<file path="config.mk">
export PLATFORM = sky130hd
export DESIGN_NAME = flash_status_seq
export DESIGN_NICKNAME = d
export VERILOG_FILES = /design/src/rtl/flash_seq_pkg.sv /design/src/rtl/cmd_decoder.sv /design/src/rtl/op_timer.sv /design/src/rtl/word_array.sv /design/src/rtl/flash_status_seq.sv
export SDC_FILE = /design/constraint.sdc
export NUM_CORES = 1
export LEC_CHECK = 0
export BUFFER_PORTS_ARGS = -buffer_cell sky130_fd_sc_hd__buf_4
export CORE_ASPECT_RATIO = 1.4
export CORE_MARGIN = 2
export CORE_UTILIZATION = 45
export CTS_BUF_LIST = sky130_fd_sc_hd__clkbuf_8
export CTS_CLUSTER_SIZE = 40
export DETAILED_ROUTE_END_ITERATION = 8
export PLACE_DENSITY = 0.72
export SLEW_MARGIN = 30
export SYNTH_ARGS = -nofsm -noshare
export SYNTH_HDL_FRONTEND = slang
export SYNTH_HIERARCHICAL = 1
export SYNTH_SLANG_ARGS = --single-unit
export TNS_END_PERCENT = 1
</file>
<file path="constraint.sdc">
create_clock -name clk -period 3.1 [get_ports clk]
set_input_delay 0.93 -clock clk [delete_from_list [all_inputs] [get_ports clk]]
set_output_delay 0.93 -clock clk [all_outputs]
set_load 0.02 [all_outputs]
</file>
<file path="src/rtl/flash_seq_pkg.sv">
package flash_seq_pkg;

    typedef enum logic [1:0] {
        OP_NONE,
        OP_PROG,
        OP_SERASE,
        OP_CERASE
    } op_kind_t;

    typedef enum logic [2:0] {
        CS_IDLE,
        CS_UNL1,
        CS_UNL2,
        CS_PDATA,
        CS_ESET,
        CS_EUNL1,
        CS_EUNL2
    } cmd_state_t;

    typedef struct packed {
        op_kind_t    kind;
        logic [15:0] data;
    } op_req_t;

    localparam logic [7:0]  KEY_A      = 8'hAA;
    localparam logic [7:0]  KEY_B      = 8'h55;
    localparam logic [7:0]  CODE_PROG  = 8'hA0;
    localparam logic [7:0]  CODE_ESET  = 8'h80;
    localparam logic [7:0]  CODE_LOCK  = 8'h40;
    localparam logic [7:0]  CODE_SECT  = 8'h30;
    localparam logic [7:0]  CODE_CHIP  = 8'h10;
    localparam logic [11:0] UNLOCK_LO  = 12'h555;
    localparam logic [11:0] UNLOCK_HI  = 12'h2AA;

    function automatic logic is_erase(input op_kind_t k);
        return (k == OP_SERASE) || (k == OP_CERASE);
    endfunction

endpackage

</file>
<file path="src/rtl/cmd_decoder.sv">
module cmd_decoder
    import flash_seq_pkg::*;
#(
    parameter int AW = 5
) (
    input  logic          clk,
    input  logic          rst,
    input  logic          flush,
    input  logic          wr_stb,
    input  logic          busy,
    input  logic          spm,
    input  logic [AW-1:0] addr,
    input  logic [15:0]   wdata,
    output op_req_t       req,
    output logic          lock_set,
    output logic          spm_set,
    output cmd_state_t    state
);
    localparam logic [AW-1:0] UA1 = AW'(UNLOCK_LO);
    localparam logic [AW-1:0] UA2 = AW'(UNLOCK_HI);

    cmd_state_t nxt;
    logic       at1, at2;
    logic [7:0] code;

    assign at1  = (addr == UA1);
    assign at2  = (addr == UA2);
    assign code = wdata[7:0];

    always_comb begin
        nxt      = state;
        req      = '0;
        lock_set = 1'b0;
        spm_set  = 1'b0;
        if (wr_stb && !busy) begin
            nxt = CS_IDLE;
            if (spm) begin
                req = '{kind: OP_PROG, data: wdata};
            end else begin
                case (state)
                    CS_IDLE:  if (at1 && code == KEY_A) nxt = CS_UNL1;
                    CS_UNL1:  if (at2 && code == KEY_B) nxt = CS_UNL2;
                    CS_UNL2: begin
                        if (at1 && code == CODE_PROG)      nxt = CS_PDATA;
                        else if (at1 && code == CODE_ESET) nxt = CS_ESET;
                        else if (at1 && code == CODE_LOCK) lock_set = 1'b1;
                    end
                    CS_PDATA: req = '{kind: OP_PROG, data: wdata};
                    CS_ESET: begin
                        if (at1 && code == KEY_A)          nxt = CS_EUNL1;
                        else if (at1 && code == CODE_PROG) spm_set = 1'b1;
                    end
                    CS_EUNL1: if (at2 && code == KEY_B) nxt = CS_EUNL2;
                    CS_EUNL2: begin
                        if (code == CODE_SECT)
                            req = '{kind: OP_SERASE, data: 16'hFFFF};
                        else if (at1 && code == CODE_CHIP)
                            req = '{kind: OP_CERASE, data: 16'hFFFF};
                    end
                    default: nxt = CS_IDLE;
                endcase
            end
        end
    end

    always_ff @(posedge clk) begin
        if (rst || flush) state <= CS_IDLE;
        else              state <= nxt;
    end
endmodule

</file>
<file path="src/rtl/op_timer.sv">
module op_timer
    import flash_seq_pkg::*;
#(
    parameter int AW        = 5,
    parameter int PROG_CYC  = 12,
    parameter int ERASE_CYC = 24
) (
    input  logic          clk,
    input  logic          rst,
    input  logic          abort,
    input  logic          launch,
    input  op_req_t       req,
    input  logic [AW-1:0] req_addr,
    output logic          busy,
    output logic          done,
    output op_req_t       cur,
    output logic [AW-1:0] cur_addr
);
    localparam int MAXC = (PROG_CYC > ERASE_CYC) ? PROG_CYC : ERASE_CYC;
    localparam int CW   = $clog2(MAXC + 1);

    logic [CW-1:0] cnt_q;

    assign done = busy && (cnt_q == '0) && !abort;

    always_ff @(posedge clk) begin
        if (rst || abort) begin
            busy     <= 1'b0;
            cnt_q    <= '0;
            cur      <= '0;
            cur_addr <= '0;
        end else if (launch) begin
            busy     <= 1'b1;
            cnt_q    <= is_erase(req.kind) ? CW'(ERASE_CYC - 1) : CW'(PROG_CYC - 1);
            cur      <= req;
            cur_addr <= req_addr;
        end else if (busy) begin
            if (cnt_q == '0) busy  <= 1'b0;
            else             cnt_q <= cnt_q - 1'b1;
        end
    end
endmodule

</file>
<file path="src/rtl/word_array.sv">
module word_array
    import flash_seq_pkg::*;
#(
    parameter int AW = 5
) (
    input  logic          clk,
    input  logic          rst,
    input  logic          commit,
    input  op_req_t       op,
    input  logic [AW-1:0] op_addr,
    input  logic [AW-1:0] raddr,
    output logic [15:0]   rword
);
    localparam int WORDS = 1 << AW;

    logic [15:0] cells [WORDS];

    for (genvar i = 0; i < WORDS; i++) begin : g_cell
        localparam logic [1:0]    SEC = 2'(i >> (AW - 2));
        localparam logic [AW-1:0] ADR = AW'(i);
        logic [15:0] cell_q;
        logic        hit;

        always_comb begin
            case (op.kind)
                OP_PROG:   hit = (op_addr == ADR);
                OP_SERASE: hit = (op_addr[AW-1:AW-2] == SEC);
                OP_CERASE: hit = 1'b1;
                default:   hit = 1'b0;
            endcase
        end

        always_ff @(posedge clk) begin
            if (rst)               cell_q <= 16'hFFFF;
            else if (commit && hit) cell_q <= op.data;
        end

        assign cells[i] = cell_q;
    end

    assign rword = cells[raddr];
endmodule

</file>
<file path="src/rtl/flash_status_seq.sv">
module flash_status_seq
    import flash_seq_pkg::*;
#(
    parameter int AW          = 5,
    parameter int PROG_CYC    = 12,
    parameter int ERASE_CYC   = 24,
    parameter int RST_MIN_CYC = 7
) (
    input  logic          clk,
    input  logic          rst,
    input  logic          flash_rst_n,
    input  logic          hv_override,
    input  logic          ce_n,
    input  logic          oe_n,
    input  logic          we_n,
    input  logic [AW-1:0] addr,
    input  logic [15:0]   wdata,
    output logic [15:0]   rdata,
    output logic          data_oe,
    output logic          busy_n
);
    localparam int LCW = $clog2(RST_MIN_CYC + 1);

    logic            oe_prev_q, we_prev_q, frst_prev_q;
    logic            wr_stb, rd_stb;
    logic            lock_q, spm_q, tog_q;
    logic [LCW-1:0]  low_cnt_q;
    logic [15:0]     rdata_q, rword, status;
    op_req_t         req, cur;
    logic [AW-1:0]   cur_addr;
    logic            lock_set, spm_set, busy, done, launch, blocked, tgt_boot;
    cmd_state_t      dec_state;

    assign wr_stb = flash_rst_n && !ce_n && oe_n && !we_n && we_prev_q;
    assign rd_stb = flash_rst_n && !ce_n && !oe_n && oe_prev_q;

    cmd_decoder #(.AW(AW)) i_dec (
        .clk(clk), .rst(rst), .flush(!flash_rst_n), .wr_stb(wr_stb),
        .busy(busy), .spm(spm_q), .addr(addr), .wdata(wdata),
        .req(req), .lock_set(lock_set), .spm_set(spm_set), .state(dec_state)
    );

    assign tgt_boot = (req.kind == OP_CERASE) || (addr[AW-1:AW-2] == 2'b00);
    assign blocked  = lock_q && !hv_override && tgt_boot;
    assign launch   = (req.kind != OP_NONE) && !blocked;

    op_timer #(.AW(AW), .PROG_CYC(PROG_CYC), .ERASE_CYC(ERASE_CYC)) i_tmr (
        .clk(clk), .rst(rst), .abort(!flash_rst_n), .launch(launch),
        .req(req), .req_addr(addr), .busy(busy), .done(done),
        .cur(cur), .cur_addr(cur_addr)
    );

    word_array #(.AW(AW)) i_arr (
        .clk(clk), .rst(rst), .commit(done), .op(cur), .op_addr(cur_addr),
        .raddr(addr), .rword(rword)
    );

    assign status = {8'h00, (cur.kind == OP_PROG) ? ~cur.data[7] : 1'b0, tog_q, 6'h00};

    always_ff @(posedge clk) begin
        if (rst) begin
            oe_prev_q   <= 1'b1;
            we_prev_q   <= 1'b1;
            frst_prev_q <= 1'b1;
            low_cnt_q   <= '0;
            lock_q      <= 1'b0;
            spm_q       <= 1'b0;
            tog_q       <= 1'b0;
            rdata_q     <= '0;
        end else begin
            oe_prev_q   <= oe_n;
            we_prev_q   <= we_n;
            frst_prev_q <= flash_rst_n;
            if (flash_rst_n)                          low_cnt_q <= '0;
            else if (low_cnt_q != LCW'(RST_MIN_CYC))  low_cnt_q <= low_cnt_q + 1'b1;
            if (lock_set) lock_q <= 1'b1;
            if (spm_set)
                spm_q <= 1'b1;
            else if (flash_rst_n && !frst_prev_q && low_cnt_q == LCW'(RST_MIN_CYC))
                spm_q <= 1'b0;
            if (rd_stb) begin
                rdata_q <= busy ? status : rword;
                if (busy) tog_q <= ~tog_q;
            end
        end
    end

    assign rdata   = rdata_q;
    assign data_oe = flash_rst_n && !ce_n && !oe_n;
    assign busy_n  = !busy;
endmodule

</file>
==> run metrics, run 1 <==
Worst Clk Skew=32.12 ps; Clock Pin Slew Worst Setup and Hold Paths=60 ps; CP required=around 3600 ps; TNS Setup=0 ps; Die X=198.8 µm; die height=276.8 µm; Power per Cell Area=roughly 530 mW/mm²; crit path time final=about 2600 ps; Detailed Routing Iterations Pass 1=6; sequential element share of the synthesized area=a little under half; Slew headroom=a little over half; result of the run=completed; FF+latch count, synth=between 500 and 600; layout cells sized above 1=17.51%; vias=roughly 20000; met2 wire length=approximately 35 mm; Max Cap Violations=0; f_max=roughly 390 MHz; Port Buffers=45; Warnings, synthesis=6; worst min path class=reg -> reg; synthesized instance count=approximately 2200; # IOs=46; gr usage total=27.03%; area of the die=around 0.055 mm²; DR iter-0 viols=between 2000 and 2500; first-pass GRT wire length=around 120 mm; Max Used Layer=met4; vias in the first global route=approximately 20000; Routed WL=approximately 76 mm; Post-CTS Setup Repair Bufs=0; worst slew pin tran=715.4 ps; syn_nets=around 2200; top cells by area, synth=dfxtp_1, a221o_1, mux2i_1, clkbuf_1, a22oi_1; Net Sw Power=between 3000 and 4000 µW; Main synth FF type=dfxtp_1; antenna-violating nets left=0; Final setup violation count=0; Critical Path Fanout Max=16; Data arrival, critical path=3120 ps; WL met3=between 5 and 6 mm; Remaining DRCs=0; clock power share=44.1%; Vias/cell=about 6.8; top-area cell type share of the netlist area=between 40% and 50%; Post-Synthesis Cell Area=0.02392 mm²; CP endpoint kind=flop; hold buffers post-CTS=0; Final Instance Area=0.02723 mm²; Synth cell types=between 60 and 70; Avg Inst Size Synth=about 11 µm²; post_cts resized=0; core area=between 0.05 and 0.06 mm²; Reg power frac=between 50% and 60%; RSZ-0062 raised after global routing=no; top cells by count, synth=dfxtp_1, a221o_1, mux2i_1; TritonCTS Buffers=slightly above 80; CTS Sinks=approximately 570; Power Internal=10890 µW; Root Driver=clkbuf_8; DP HPWL=~46 mm; placed inst area=between 0.02 and 0.03 mm²; CTS H-tree depth=3; Area Overhead vs Synth=13.87%; Starting Density=roughly 45%; Final nets=between 2000 and 2500; CTS tree=yes; type of origin of the critical path=flop; dominant cell type by area after synthesis=dfxtp_1; switching fraction of total power=23.89%; row count=100; GR Overflow Total=0; FFs w/ async S/R, synth=0%; Final Hold Viols=0; EDFF count, synth=0; Setup CP Type=reg -> reg; final slew viol count=0; combinational power share=between 4 and 5%; Final period util=83.64%; antenna violations before repair=1; Max VDD drop=about 0.25 mV; WL/cell=approximately 26 µm; clock buffer depth=3; GPL Wtd Cong=around 0.9; DRT met1 WL=between 20 and 30 mm; leak pwr=between 0.01 and 0.015 µW; top-count cell post-synth=dfxtp_1; largest net degree at the start of global routing=154; Clock Latency Late Sink=660 ps
## kinds of logic (layout without fill, tap and decap cells)
kind of cell	count (synthesis)	in the layout	share of synthesized area (%)
and+or+nand+nor	295	295	6.722
xor gates and xnor gates	1	1	0.03663
DFF	569	569	47.63
AOI/OAI and AO/OA	755	755	28.66
muxes	281	281	11.76
adders and majority gates	3	3	0.1570
buffers and inverters	286	329	5.038
other	0	1	0
## layout by cell type (no fill, tap or decap), types with 3 or more instances in the layout
cell	count
a21o_1	18
a21oi_1	56
a221o_1	512
a22o_1	32
a22oi_1	64
a31oi_1	19
and2_1	20
buf_12	39
buf_4	134
bufinv_16	3
clkbuf_8	106
clkinv_2	8
clkinvlp_4	4
dfxtp_1	569
ha_1	3
inv_1	28
mux2i_1	281
nand2_1	64
nand2_2	33
nand2b_1	6
nand3_1	48
nand4_1	19
nor2_1	42
nor3_1	19
o21ai_0	6
o21ai_2	36
or2_2	5
or3_1	4
## metrics by stage
step / hold slack, ps / util, % / setup WS (ps) / cells / total power (µW)
after floorplan: 438.7 / - / 24.08 / 2190 / 7881
after global placement: 446.9 / 48.30 / 13.18 / 2802 / 8145
after detailed placement: 449.9 / 48.30 / -40.35 / 2802 / 8151
after CTS: 458.2 / 51.58 / 532.6 / 2947 / 14370
after global routing: 479.2 / 51.58 / 401.4 / 2948 / 14690
final: 455.4 / 51.58 / 507.1 / 2948 / 14310
## sequential cells by signal, indices dropped and copies added (netlist names), 3 cells and up
name                 cells
i_arr/g_cell.cell_q    512
i_tmr/cur               18
rdata                   16
i_tmr/cnt_q              5
i_tmr/cur_addr           5
i_dec/state              3
low_cnt_q                3
## area by class of cell
class / instances / area, µm²
Fill cell: 4539 / 25570
Sequential cell: 569 / 11390
Multi-Input combinational cell: 1335 / 11370
Timing Repair Buffer: 175 / 1817
Clock buffer: 106 / 1459
Tap cell: 714 / 893.4
Clock inverter: 39 / 272.8
Inverter: 9 / 33.78
Antenna cell: 1 / 2.502
## worst paths after layout
kind             startpoint                          to  slack [ps]  cells past startpoint
max          i_tmr/cnt_q[1]  i_arr/g_cell[1].cell_q[15]         510                      9
min                rdata[5]                    rdata[5]         460                      2
max reg2reg  i_tmr/cnt_q[1]  i_arr/g_cell[1].cell_q[15]         510                      9
min reg2reg        rdata[5]                    rdata[5]         460                      2
## power by group through the flow
| stage | Combinational [µW] | Clock (µW) | Sequential (µW) |
|---|---|---|---|
| finish | 675 | 6300 | 7330 |
| floorplan | 380 | 0 | 7500 |
| detailed placement | 658 | 0 | 7490 |
| CTS | 659 | 6390 | 7330 |
| global route | 695 | 6670 | 7330 |
| global placement | 652 | 0 | 7490 |
## routing by layer
layer | vias up | track usage, %
met4 | 0 | 20.69
met5 | - | 0
li1 | 8731 | -
met2 | 1145 | 41.92
met1 | 9850 | 33.50
met3 | 258 | 4.250
## worst max-delay path, cell delays in order, from the launching register on
cell,delay (ps)
dfxtp_1,330
inv_1,60
ha_1,200
nand2_1,120
or3_1,320
nor3_1,160
o21a_2,350
buf_12,230
nand2_2,260
a221o_1,420
Note: power is estimated with default switching activity, not from simulation.
==> run 2, diff against run 1 <==
==> constraint.sdc (replaced) <==
create_clock -name clk -period 2.26 [get_ports clk]
set_input_delay 0.678 -clock clk [delete_from_list [all_inputs] [get_ports clk]]
set_output_delay 0.678 -clock clk [all_outputs]
set_load 0.02 [all_outputs]
==> run 2 against run 1 <==
  * The flow now finishes with violations (setup timing)
  * Worst hold slack lost 210 ps
  * Register-to-register slack worse by 570 ps
  * Critical path type unchanged
  * Worst setup slack worse by 570 ps
  * Routed wire length rose by 5.8%
  * Utilization rose by 2.7 points
  * Highest routed layer unchanged
==> run metrics, run 2 (synthesis results as in run 1) <==
result of the run=finished with violations; violated checks=setup timing; antenna-violating nets left=0; final slew viol count=0; Setup CP Type=reg -> reg; Final Hold Viols=0; f_max=430.9 MHz; TNS Setup=-1188 ps; CP required=~2900 ps; WL/cell=between 20 and 30 µm; register area=0.01139 mm²; most frequent cells in the layout=dfxtp_1, a221o_1, mux2i_1; clock buffer depth=3; final total power=around 19000 µW; Clock Pin Slew Worst Setup and Hold Paths=roughly 60 ps; Buf+Inv Stages, Crit Path=4; Detailed Routing Iterations Pass 1=6; CTS tree=yes; Vias/cell=about 6.7; crit path time final=between 2000 and 2500 ps; vias=roughly 21000; DP HPWL=approximately 50 mm; PnR worst setup slack=-60.63 ps; Data arrival, critical path=between 2000 and 3000 ps; Reg power frac=52.4%; core area=0.05280 mm²; commonest non-fill, non-tap cell in the layout=dfxtp_1; vias in the first global route=between 20000 and 25000; clock power share=42.3%; Max VDD drop=about 0.37 mV; RSZ-0062 raised after global routing=yes; Power per Cell Area=approximately 670 mW/mm²; max incr delay on CP=between 300 and 400 ps; DR iter-0 viols=roughly 2200; TritonCTS Buffers=82; type of origin of the critical path=flop; Worst Reg-to-Reg Cells=11; CTS Sinks=569; Die X=roughly 200 µm; switching fraction of total power=around 24%; placed inst area=0.02667 mm²; hold buffers post-CTS=0; layout cells sized above 1=between 20% and 30%; worst min path class=in -> reg; Largest register FFs=about 510; Slew headroom=between 50% and 60%; Stages on worst setup path=11; Most flops, register=i_arr/g_cell.cell_q; Root Driver=clkbuf_8; row count=100; combinational power share=around 5.3%; leak pwr=around 0.011 µW; Remaining DRCs=0; crit-path leading delay family=simple AND/OR/NAND/NOR gates; Starting Density=between 40 and 50%; Final period util=102.7%; first-pass GRT wire length=120.5 mm; Clock Latency Late Sink=~650 ps; FILL cells=between 4000 and 5000; worst slew pin tran=between 700 and 800 ps; GPL Wtd Cong=0.9364; die height=276.8 µm; Worst Clk Skew=20.57 ps; Area Overhead vs Synth=19.80%; Max Cap Violations=0; Hold Path Depth=2; Final nets=about 2300; area of the die=0.05503 mm²; CTS H-tree depth=3; Power Internal=~15000 µW; Min Hold Slack=250.0 ps; final core occ=a little over half; multi-input combinational cell area=approximately 0.012 mm²; gr usage total=~28%; Port Buffers=45; largest net degree at the start of global routing=141; Routed WL=roughly 81 mm; antenna violations before repair=1; Net Sw Power=between 4000 and 5000 µW; Cell Chain, Critical Path=inv_1 -> ha_2 -> nand2_2 -> or3_4 -> nor3_4 -> o21a_2 -> buf_8 -> buf_4 -> and2_4 -> clkbuf_16 -> a221o_1; CP endpoint kind=flop; Critical Path Fanout Max=16; GR Overflow Total=0; Final Instance Area=between 0.02 and 0.03 mm²; slowest cell on the critical path=or3_4; # IOs=46; Final setup violation count=just over 70
## run 2: final timing paths
check            startpoint                          to  slack [ps]
min reg2reg        rdata[3]                    rdata[3]         460
min                    we_n                   we_prev_q         250
max reg2reg  i_tmr/cnt_q[1]  i_arr/g_cell[24].cell_q[9]         -60
max          i_tmr/cnt_q[1]  i_arr/g_cell[24].cell_q[9]         -60
## run 2: metrics by stage
step | std cells | worst slack (ps)
floorplan | 2190 | -445.4
global placement | 2924 | -616.2
detailed placement | 2924 | -655.0
CTS | 3068 | -8.767
global route | 3076 | -101.9
finish | 3076 | -60.63
## run 2: final cells by class
class | count | area share [%]
Tap cell | 714 | 3.118
Timing Repair Buffer | 305 | 11.26
Inverter | 9 | 0.1179
Multi-Input combinational cell | 1336 | 40.14
Sequential cell | 569 | 39.76
Clock buffer | 104 | 4.996
Clock inverter | 38 | 0.5983
Antenna cell | 1 | 0.008734
## run 2: what timing repair did
item                                    CTS  global route
cloned                                    1             7
resized for setup                        16            40
endpoints found under the setup margin  439           504
setup buffers                             1             0
pin swaps                                 0             5
## run 2: power groups by stage
stage	Combinational, µW	Clock, µW	Sequential (µW)
3_5_place_dp	977	0	10300
4_1_cts	980	8210	10100
2_1_floorplan	522	0	10300
3_3_place_gp	965	0	10300
5_1_grt	1040	8620	10000
6_report	1010	8100	10100
## run 2: per-layer routing
| metal | GRT usage [%] | vias to the layer above | share of wire [%] |
|---|---|---|---|
| met1 | 33.63 | 10190 | 38 |
| met5 | 0 | - | 0 |
| li1 | - | 8999 | - |
| met2 | 44.19 | 1127 | 46 |
| met4 | 21.66 | 0 | 8.3 |
| met3 | 4.531 | 293 | 7.9 |
